===== config.mk =====
export PLATFORM = sky130hd
export DESIGN_NAME = ddr_pd_seq
export DESIGN_NICKNAME = d
export VERILOG_FILES = /design/src/rtl/ddr_pd_pkg.sv /design/src/rtl/ddr_pd_resid_timer.sv /design/src/rtl/ddr_pd_lock_timer.sv /design/src/rtl/ddr_pd_fsm.sv /design/src/rtl/ddr_pd_seq.sv
export SDC_FILE = /design/constraint.sdc
export NUM_CORES = 1
export LEC_CHECK = 0
export CORE_ASPECT_RATIO = 0.75
export CORE_MARGIN = 2
export CORE_UTILIZATION = 60
export CTS_CLUSTER_DIAMETER = 150
export DETAILED_ROUTE_END_ITERATION = 8
export DONT_BUFFER_PORTS = 1
export PLACE_DENSITY = 0.76
export SYNTH_ARGS = -nofsm -noshare
export SYNTH_HDL_FRONTEND = slang
export SYNTH_SLANG_ARGS = --single-unit

===== constraint.sdc =====
create_clock -name clk -period 2.5 [get_ports clk]
set_input_delay 0.25 -clock clk [delete_from_list [all_inputs] [get_ports clk]]
set_output_delay 0.25 -clock clk [all_outputs]
set_load 0.005 [all_outputs]

===== src/rtl/ddr_pd_pkg.sv =====
package ddr_pd_pkg;

    typedef enum logic [2:0] {
        ST_IDLE,
        ST_DLL_OFF,
        ST_ENTER,
        ST_PD,
        ST_EXIT,
        ST_DLL_ON
    } pd_state_e;

    typedef enum logic [1:0] {
        CMD_PASS  = 2'b00,
        CMD_NOP   = 2'b01,
        CMD_DESEL = 2'b10
    } pd_cmd_e;

    typedef struct packed {
        pd_state_e st;
        logic      cke;
        pd_cmd_e   cmd;
        logic      pd_act;
        logic      pd_type;
        logic      dll_down;
        logic      off_pls;
        logic      on_pls;
    } seq_regs_t;

endpackage


===== src/rtl/ddr_pd_resid_timer.sv =====
module ddr_pd_resid_timer #(
    parameter int unsigned RESID_W = 16
) (
    input  logic               clk,
    input  logic               rst_n,
    input  logic               run,
    input  logic [RESID_W-1:0] limit,
    output logic               expired
);
    logic [RESID_W-1:0] cnt_d, cnt_q;
    logic [RESID_W:0]   cnt_inc;

    always_comb begin
        cnt_inc = {1'b0, cnt_q} + (RESID_W+1)'(1);
        if (!run)
            cnt_d = '0;
        else if (cnt_q == '1)
            cnt_d = cnt_q;
        else
            cnt_d = cnt_inc[RESID_W-1:0];
        expired = run && (limit != '0) && (cnt_inc == {1'b0, limit});
    end

    always_ff @(posedge clk) begin
        if (!rst_n) cnt_q <= '0;
        else        cnt_q <= cnt_d;
    end

    // the count restarts whenever power-down is left
    a_r8_count_clears: assert property (@(posedge clk) disable iff (!rst_n)
        !run |=> cnt_q == '0);

endmodule


===== src/rtl/ddr_pd_lock_timer.sv =====
module ddr_pd_lock_timer #(
    parameter int unsigned LOCK_CYCLES = 200
) (
    input  logic clk,
    input  logic rst_n,
    input  logic start,
    output logic locked
);
    localparam int unsigned CW = $clog2(LOCK_CYCLES + 1);

    logic [CW-1:0] cnt_d, cnt_q;

    always_comb begin
        if (start)
            cnt_d = CW'(LOCK_CYCLES - 1);
        else if (cnt_q != '0)
            cnt_d = cnt_q - CW'(1);
        else
            cnt_d = '0;
        locked = (cnt_q != '0);
    end

    always_ff @(posedge clk) begin
        if (!rst_n) cnt_q <= '0;
        else        cnt_q <= cnt_d;
    end

    // a relock request always opens a lockout window
    a_r10_lock_starts: assert property (@(posedge clk) disable iff (!rst_n)
        start |=> locked);

endmodule


===== src/rtl/ddr_pd_fsm.sv =====
module ddr_pd_fsm
    import ddr_pd_pkg::*;
(
    input  logic      clk,
    input  logic      rst_n,
    input  logic      pd_req,
    input  logic      busy,
    input  logic      open_any,
    input  logic      refresh_due,
    input  logic      dll_off_en,
    input  logic      resid_expired,
    output pd_state_e state,
    output logic      cke,
    output pd_cmd_e   cmd,
    output logic      pd_act,
    output logic      pd_type,
    output logic      dll_down,
    output logic      dll_off_req,
    output logic      dll_on_req
);
    seq_regs_t r_d, r_q;
    logic      accept;
    logic      leave;

    always_comb begin
        r_d         = r_q;
        r_d.off_pls = 1'b0;
        r_d.on_pls  = 1'b0;
        accept      = pd_req && !busy && !refresh_due;
        leave       = !pd_req || refresh_due || resid_expired;
        unique case (r_q.st)
            ST_IDLE: begin
                if (accept) begin
                    if (dll_off_en) begin
                        r_d.st       = ST_DLL_OFF;
                        r_d.dll_down = 1'b1;
                        r_d.off_pls  = 1'b1;
                    end else begin
                        r_d.st      = ST_ENTER;
                        r_d.cke     = 1'b0;
                        r_d.cmd     = CMD_NOP;
                        r_d.pd_act  = 1'b1;
                        r_d.pd_type = open_any;
                    end
                end
            end
            ST_DLL_OFF: begin
                if (!busy) begin
                    r_d.st      = ST_ENTER;
                    r_d.cke     = 1'b0;
                    r_d.cmd     = CMD_NOP;
                    r_d.pd_act  = 1'b1;
                    r_d.pd_type = open_any;
                end
            end
            ST_ENTER: begin
                r_d.st  = ST_PD;
                r_d.cmd = CMD_DESEL;
            end
            ST_PD: begin
                if (leave) begin
                    r_d.st     = ST_EXIT;
                    r_d.cke    = 1'b1;
                    r_d.cmd    = CMD_NOP;
                    r_d.pd_act = 1'b0;
                end
            end
            ST_EXIT: begin
                r_d.cmd = CMD_PASS;
                if (r_q.dll_down) begin
                    r_d.st     = ST_DLL_ON;
                    r_d.on_pls = 1'b1;
                end else begin
                    r_d.st = ST_IDLE;
                end
            end
            ST_DLL_ON: begin
                r_d.st       = ST_IDLE;
                r_d.dll_down = 1'b0;
            end
            default: r_d.st = ST_IDLE;
        endcase
    end

    always_ff @(posedge clk) begin
        if (!rst_n) begin
            r_q.st       <= ST_IDLE;
            r_q.cke      <= 1'b1;
            r_q.cmd      <= CMD_PASS;
            r_q.pd_act   <= 1'b0;
            r_q.pd_type  <= 1'b0;
            r_q.dll_down <= 1'b0;
            r_q.off_pls  <= 1'b0;
            r_q.on_pls   <= 1'b0;
        end else begin
            r_q <= r_d;
        end
    end

    assign state       = r_q.st;
    assign cke         = r_q.cke;
    assign cmd         = r_q.cmd;
    assign pd_act      = r_q.pd_act;
    assign pd_type     = r_q.pd_type;
    assign dll_down    = r_q.dll_down;
    assign dll_off_req = r_q.off_pls;
    assign dll_on_req  = r_q.on_pls;

    // cke only falls after an edge that saw the engine idle
    a_r3_entry_not_busy: assert property (@(posedge clk) disable iff (!rst_n)
        $fell(cke) |-> $past(!busy));

    // while asleep the bus is held at DESELECT with cke low
    a_r5_desel_in_pd: assert property (@(posedge clk) disable iff (!rst_n)
        (r_q.st == ST_PD) |-> (!cke && cmd == CMD_DESEL));

    // wake-up is always accompanied by a NOP
    a_r6_exit_with_nop: assert property (@(posedge clk) disable iff (!rst_n)
        $rose(cke) |-> cmd == CMD_NOP);

    // a due refresh pulls the device out at the next edge
    a_r7_refresh_forces_exit: assert property (@(posedge clk) disable iff (!rst_n)
        (r_q.st == ST_PD && refresh_due) |=> cke);

    // the DLL-off request is a single-cycle pulse
    a_r9_off_pulse_single: assert property (@(posedge clk) disable iff (!rst_n)
        dll_off_req |=> !dll_off_req);

endmodule


===== src/rtl/ddr_pd_seq.sv =====
module ddr_pd_seq
    import ddr_pd_pkg::*;
#(
    parameter int unsigned NUM_BANKS   = 4,
    parameter int unsigned RESID_W     = 16,
    parameter int unsigned LOCK_CYCLES = 200
) (
    input  logic                 clk,
    input  logic                 rst_n,
    input  logic                 pd_req,
    input  logic                 engine_busy,
    input  logic [NUM_BANKS-1:0] bank_open,
    input  logic                 refresh_due,
    input  logic                 dll_off_en,
    input  logic [RESID_W-1:0]   max_resid,
    output logic                 cke,
    output logic [1:0]           cmd_ctl,
    output logic                 dll_off_req,
    output logic                 dll_on_req,
    output logic                 pd_active,
    output logic                 pd_type,
    output logic                 read_allowed,
    output logic                 cmd_ready
);
    pd_state_e st;
    pd_cmd_e   cmd;
    logic      dll_down;
    logic      resid_expired;
    logic      lock_busy;
    logic      open_any;

    assign open_any = |bank_open;

    ddr_pd_fsm u_fsm (
        .clk           (clk),
        .rst_n         (rst_n),
        .pd_req        (pd_req),
        .busy          (engine_busy),
        .open_any      (open_any),
        .refresh_due   (refresh_due),
        .dll_off_en    (dll_off_en),
        .resid_expired (resid_expired),
        .state         (st),
        .cke           (cke),
        .cmd           (cmd),
        .pd_act        (pd_active),
        .pd_type       (pd_type),
        .dll_down      (dll_down),
        .dll_off_req   (dll_off_req),
        .dll_on_req    (dll_on_req)
    );

    ddr_pd_resid_timer #(.RESID_W(RESID_W)) u_resid (
        .clk     (clk),
        .rst_n   (rst_n),
        .run     (st == ST_PD),
        .limit   (max_resid),
        .expired (resid_expired)
    );

    ddr_pd_lock_timer #(.LOCK_CYCLES(LOCK_CYCLES)) u_lock (
        .clk    (clk),
        .rst_n  (rst_n),
        .start  (st == ST_DLL_ON),
        .locked (lock_busy)
    );

    assign cmd_ctl      = cmd;
    assign cmd_ready    = (cmd == CMD_PASS);
    assign read_allowed = cmd_ready && !dll_down && !lock_busy;

    // an expired residency limit always ends power-down
    a_r8_expiry_leaves_pd: assert property (@(posedge clk) disable iff (!rst_n)
        resid_expired |=> (st == ST_EXIT));

    // no READ window while a relock pulse is outstanding
    a_r10_no_read_after_on: assert property (@(posedge clk) disable iff (!rst_n)
        dll_on_req |=> !read_allowed);

endmodule


==> reports/qor.yml, run 1 <==
grt:
  grt_max_degree: 17
  grt_pass1_vias: 1837
  overflow: 0
  antenna_found_initial: 0
  grt_pass1_wl_mm: 8.71
  grtUsageTotal_pct: 27.1
placed_design:
  portBuffers: 0
  dpl_cell_area_um2: 2280
  place_inst: 321
  gp_congestion: 0.894
  hpwl_mm: 3.78
layout:
  mostFrequentLayoutCells: "dfxtp_1 (34), nor2_1 (28), a21oi_1 (26)"
  fin_cells: 329
  design_area_um2: 2420
  drive_gt1_share_pct: 11.9
  nNetsFinal: 305
  layout_commonest_cell: "dfxtp_1"
  fillerInstances: 292
  synthToLayoutAreaGrowth_pct: 10.1
  diodes: 0
setup_path:
  worst_ep_required_time_ns: 2.72
  critical_path_class: "reg -> reg"
  cp_max_fo: 6
  cp-end-kind: "register"
  r2r_slack_ns: 0.13
  crit_arrival_ns: 2.59
  startpoint_type: "register"
cts:
  cts.sink_count: 35
  cts_made_buffers: 5
  root_buffer: "clkbuf_8"
  clk_transition_reported_paths_ns: 0.08
  clk_latency_ns: 0.30
  cts_hold_buf: 0
  cts_tree: "built"
  clock_path_buffers: 2
  htreeDepth: 2
routing:
  routedWlPerCell_um: 16.0
  wl_met2_mm: 2.10
  ant_nets: 0
  viasPerCell: 6.12
  drt-initial-drc-count: 186
  drt-total-wl_mm: 5.25
  via_count: 2014
  drc: 0
  routed.top_layer: "met4"
  wl_met1_mm: 2.53
  wl_met3_um: 556
  dr.pass1.iters: 5
die:
  initial_utilization_pct: 61.3
  die-area_um2: 4170
  ioPinCount: 35
  row_count: 19
  die_y_um: 56.4
  dieWidth_um: 73.9
  core_um2: 3590
outcome:
  status: "finished, final reports clean"
worst_hold_path:
  hold_class: "in -> reg"
synthesis:
  synth_flop_cell: "dfxtp_1"
  synth_edf_count: 0
  syn_avg_cell_area_um2: 8.03
  netlist_instances: 274
  synth_nets: 303
  yosys_warnings: 0
  netlist_area_um2: 2200
  postSynth.asyncResetShare_pct: 0
  synth-seq-cells: 35
  yosysSeqAreaShare_pct: 31.9
  ys_types: 45
timing:
  finalClockSkew_ns: 0.0110
  tightest_slew_ns: 0.575
  hold_viol_final: 0
  fin_crit_sh_pct: 95.0
  rsz0062_at_grt: "no"
  layout_min_cycle_time_ns: 2.37
  setup_violations: 0
  max_freq_mhz: 421
  setup_tns_ns: 0
  drv_slew: 0
  slew_headroom_pct: 61.7
pwr:
  power_w: 0.00183
  p_leak_nw: 0.836
  pwr_density_cell_nw_per_um2: 758
  irDropWorstVdd_v: 0.000572
flow_run:
  drv_cap: 0
==> path summary, 6_finish.rpt <==
kind	from	to	depth (start not counted)
worst min register to register	u_lock.cnt_q[7]$_SDFF_PN0_	u_lock.cnt_q[7]$_SDFF_PN0_	2
worst max register to register	u_resid.cnt_q[3]$_SDFFE_PN0N_	u_fsm.cmd[0]$_SDFFE_PN0P_	6
worst max-delay path	u_resid.cnt_q[3]$_SDFFE_PN0N_	u_fsm.cmd[0]$_SDFFE_PN0P_	6
worst min-delay path	rst_n	u_fsm.pd_act$_SDFFE_PN0P_	2
==> per-layer routing <==
metal  global-route usage, %  up-vias
li1                        -      995
met1                    43.2      930
met2                    33.8       82
met3                    7.90        7
met4                    9.09        0
met5                       0        -
==> power by group <==
part           total, W  internal [W]  switching [W]
combinational  0.000551      0.000250       0.000301
clock          0.000539      0.000323       0.000216
sequential     0.000745      0.000649      0.0000959
total           0.00183       0.00122       0.000613
==> cells in the mapped netlist, types with 3 or more instances <==
| cell type | number | share of area (%) |
|---|---|---|
| dfxtp_1 | 35 | 32 |
| nor2_1 | 28 | 4.8 |
| a21oi_1 | 26 | 5.9 |
| xnor2_1 | 23 | 9.2 |
| nand2_1 | 20 | 3.4 |
| nor4_1 | 13 | 3.7 |
| o21ai_0 | 11 | 2.5 |
| xor2_1 | 11 | 4.4 |
| clkbuf_1 | 10 | 1.7 |
| nand3_1 | 9 | 2.0 |
| nor3_1 | 9 | 2.0 |
| inv_1 | 7 | 1.2 |
| buf_2 | 5 | 1.1 |
| nand4_1 | 5 | 1.4 |
| a31oi_1 | 4 | 1.1 |
| and3_1 | 4 | 1.1 |
| and4_1 | 4 | 1.6 |
| nand2b_1 | 4 | 1.1 |
| o211ai_1 | 4 | 1.4 |
| a211oi_1 | 3 | 1.0 |
| ha_1 | 3 | 1.7 |
| nand3b_1 | 3 | 1.0 |
| o2111ai_1 | 3 | 1.2 |
| o21a_1 | 3 | 1.0 |
==> flip-flops by register name, summed over array words and instances, names as in the netlist <==
name,flops
u_lock.cnt_q,8
u_fsm.cmd,2
u_resid.cnt_q,16
u_fsm.cke,1
u_fsm.pd_type,1
u_fsm.dll_off_req,1
u_fsm.state,3
u_fsm.pd_act,1
u_fsm.dll_on_req,1
u_fsm.dll_down,1
==> layout make-up <==
| class | instances | area [um^2] | share of cell area (%) |
|---|---|---|---|
| clock inverters | 2 | 35.0 | 1.45 |
| flip-flops and latches | 35 | 702 | 29.0 |
| multi-input cells | 217 | 1440 | 59.3 |
| well taps | 52 | 65.1 | 2.69 |
| inverters | 7 | 26.3 | 1.09 |
| repair buffers | 10 | 75.1 | 3.10 |
| clock buffers | 6 | 82.6 | 3.41 |
==> timing repair <==
action | 4_1_cts | 5_1_grt
setup buffers | 0 | 0
gates resized for setup | 0 | 7
setup endpoints to repair | 0 | 3
==> through the flow <==
stage | setup slack (ns) | hold WS, ns | util, %
detailed placement | 0.0655 | 0.370 | 63.4
floorplan | 0.264 | 0.376 | -
global route | 0.0179 | 0.0834 | 67.4
finish | 0.126 | 0.0645 | 67.4
global placement | 0.102 | 0.371 | 63.4
CTS | 0.0609 | 0.0665 | 66.7
==> critical path, stage by stage, from the launching register on <==
cell and delay [ns]:
dfxtp_1 0.48, nand4_1 0.31, nor4_2 0.45, xnor3_1 0.21, o211ai_1 0.13, or4_4 0.46, a311oi_2 0.26
==> logic make-up after synthesis <==
logic type,Yosys count,synth area share (%)
simple gates,112,27.6
compound gates,65,18.7
xor+xnor,36,15.6
flops,35,31.9
buf+inv,22,4.04
fa+ha+maj,3,1.71
mux,1,0.455
Note: power is estimated with default switching activity, not from simulation.
==> run 2: changes to the inputs <==
--- a/config.mk
+++ b/config.mk
@@ -5,6 +5,7 @@
 export SDC_FILE = /design/constraint.sdc
 export NUM_CORES = 1
 export LEC_CHECK = 0
+export ABC_CLOCK_PERIOD_IN_PS = 2500
 export CORE_ASPECT_RATIO = 0.75
 export CORE_MARGIN = 2
 export CORE_UTILIZATION = 60
==> results of run 2 <==
Same layout as run 1: the final DEF is identical, and so are final timing and power.
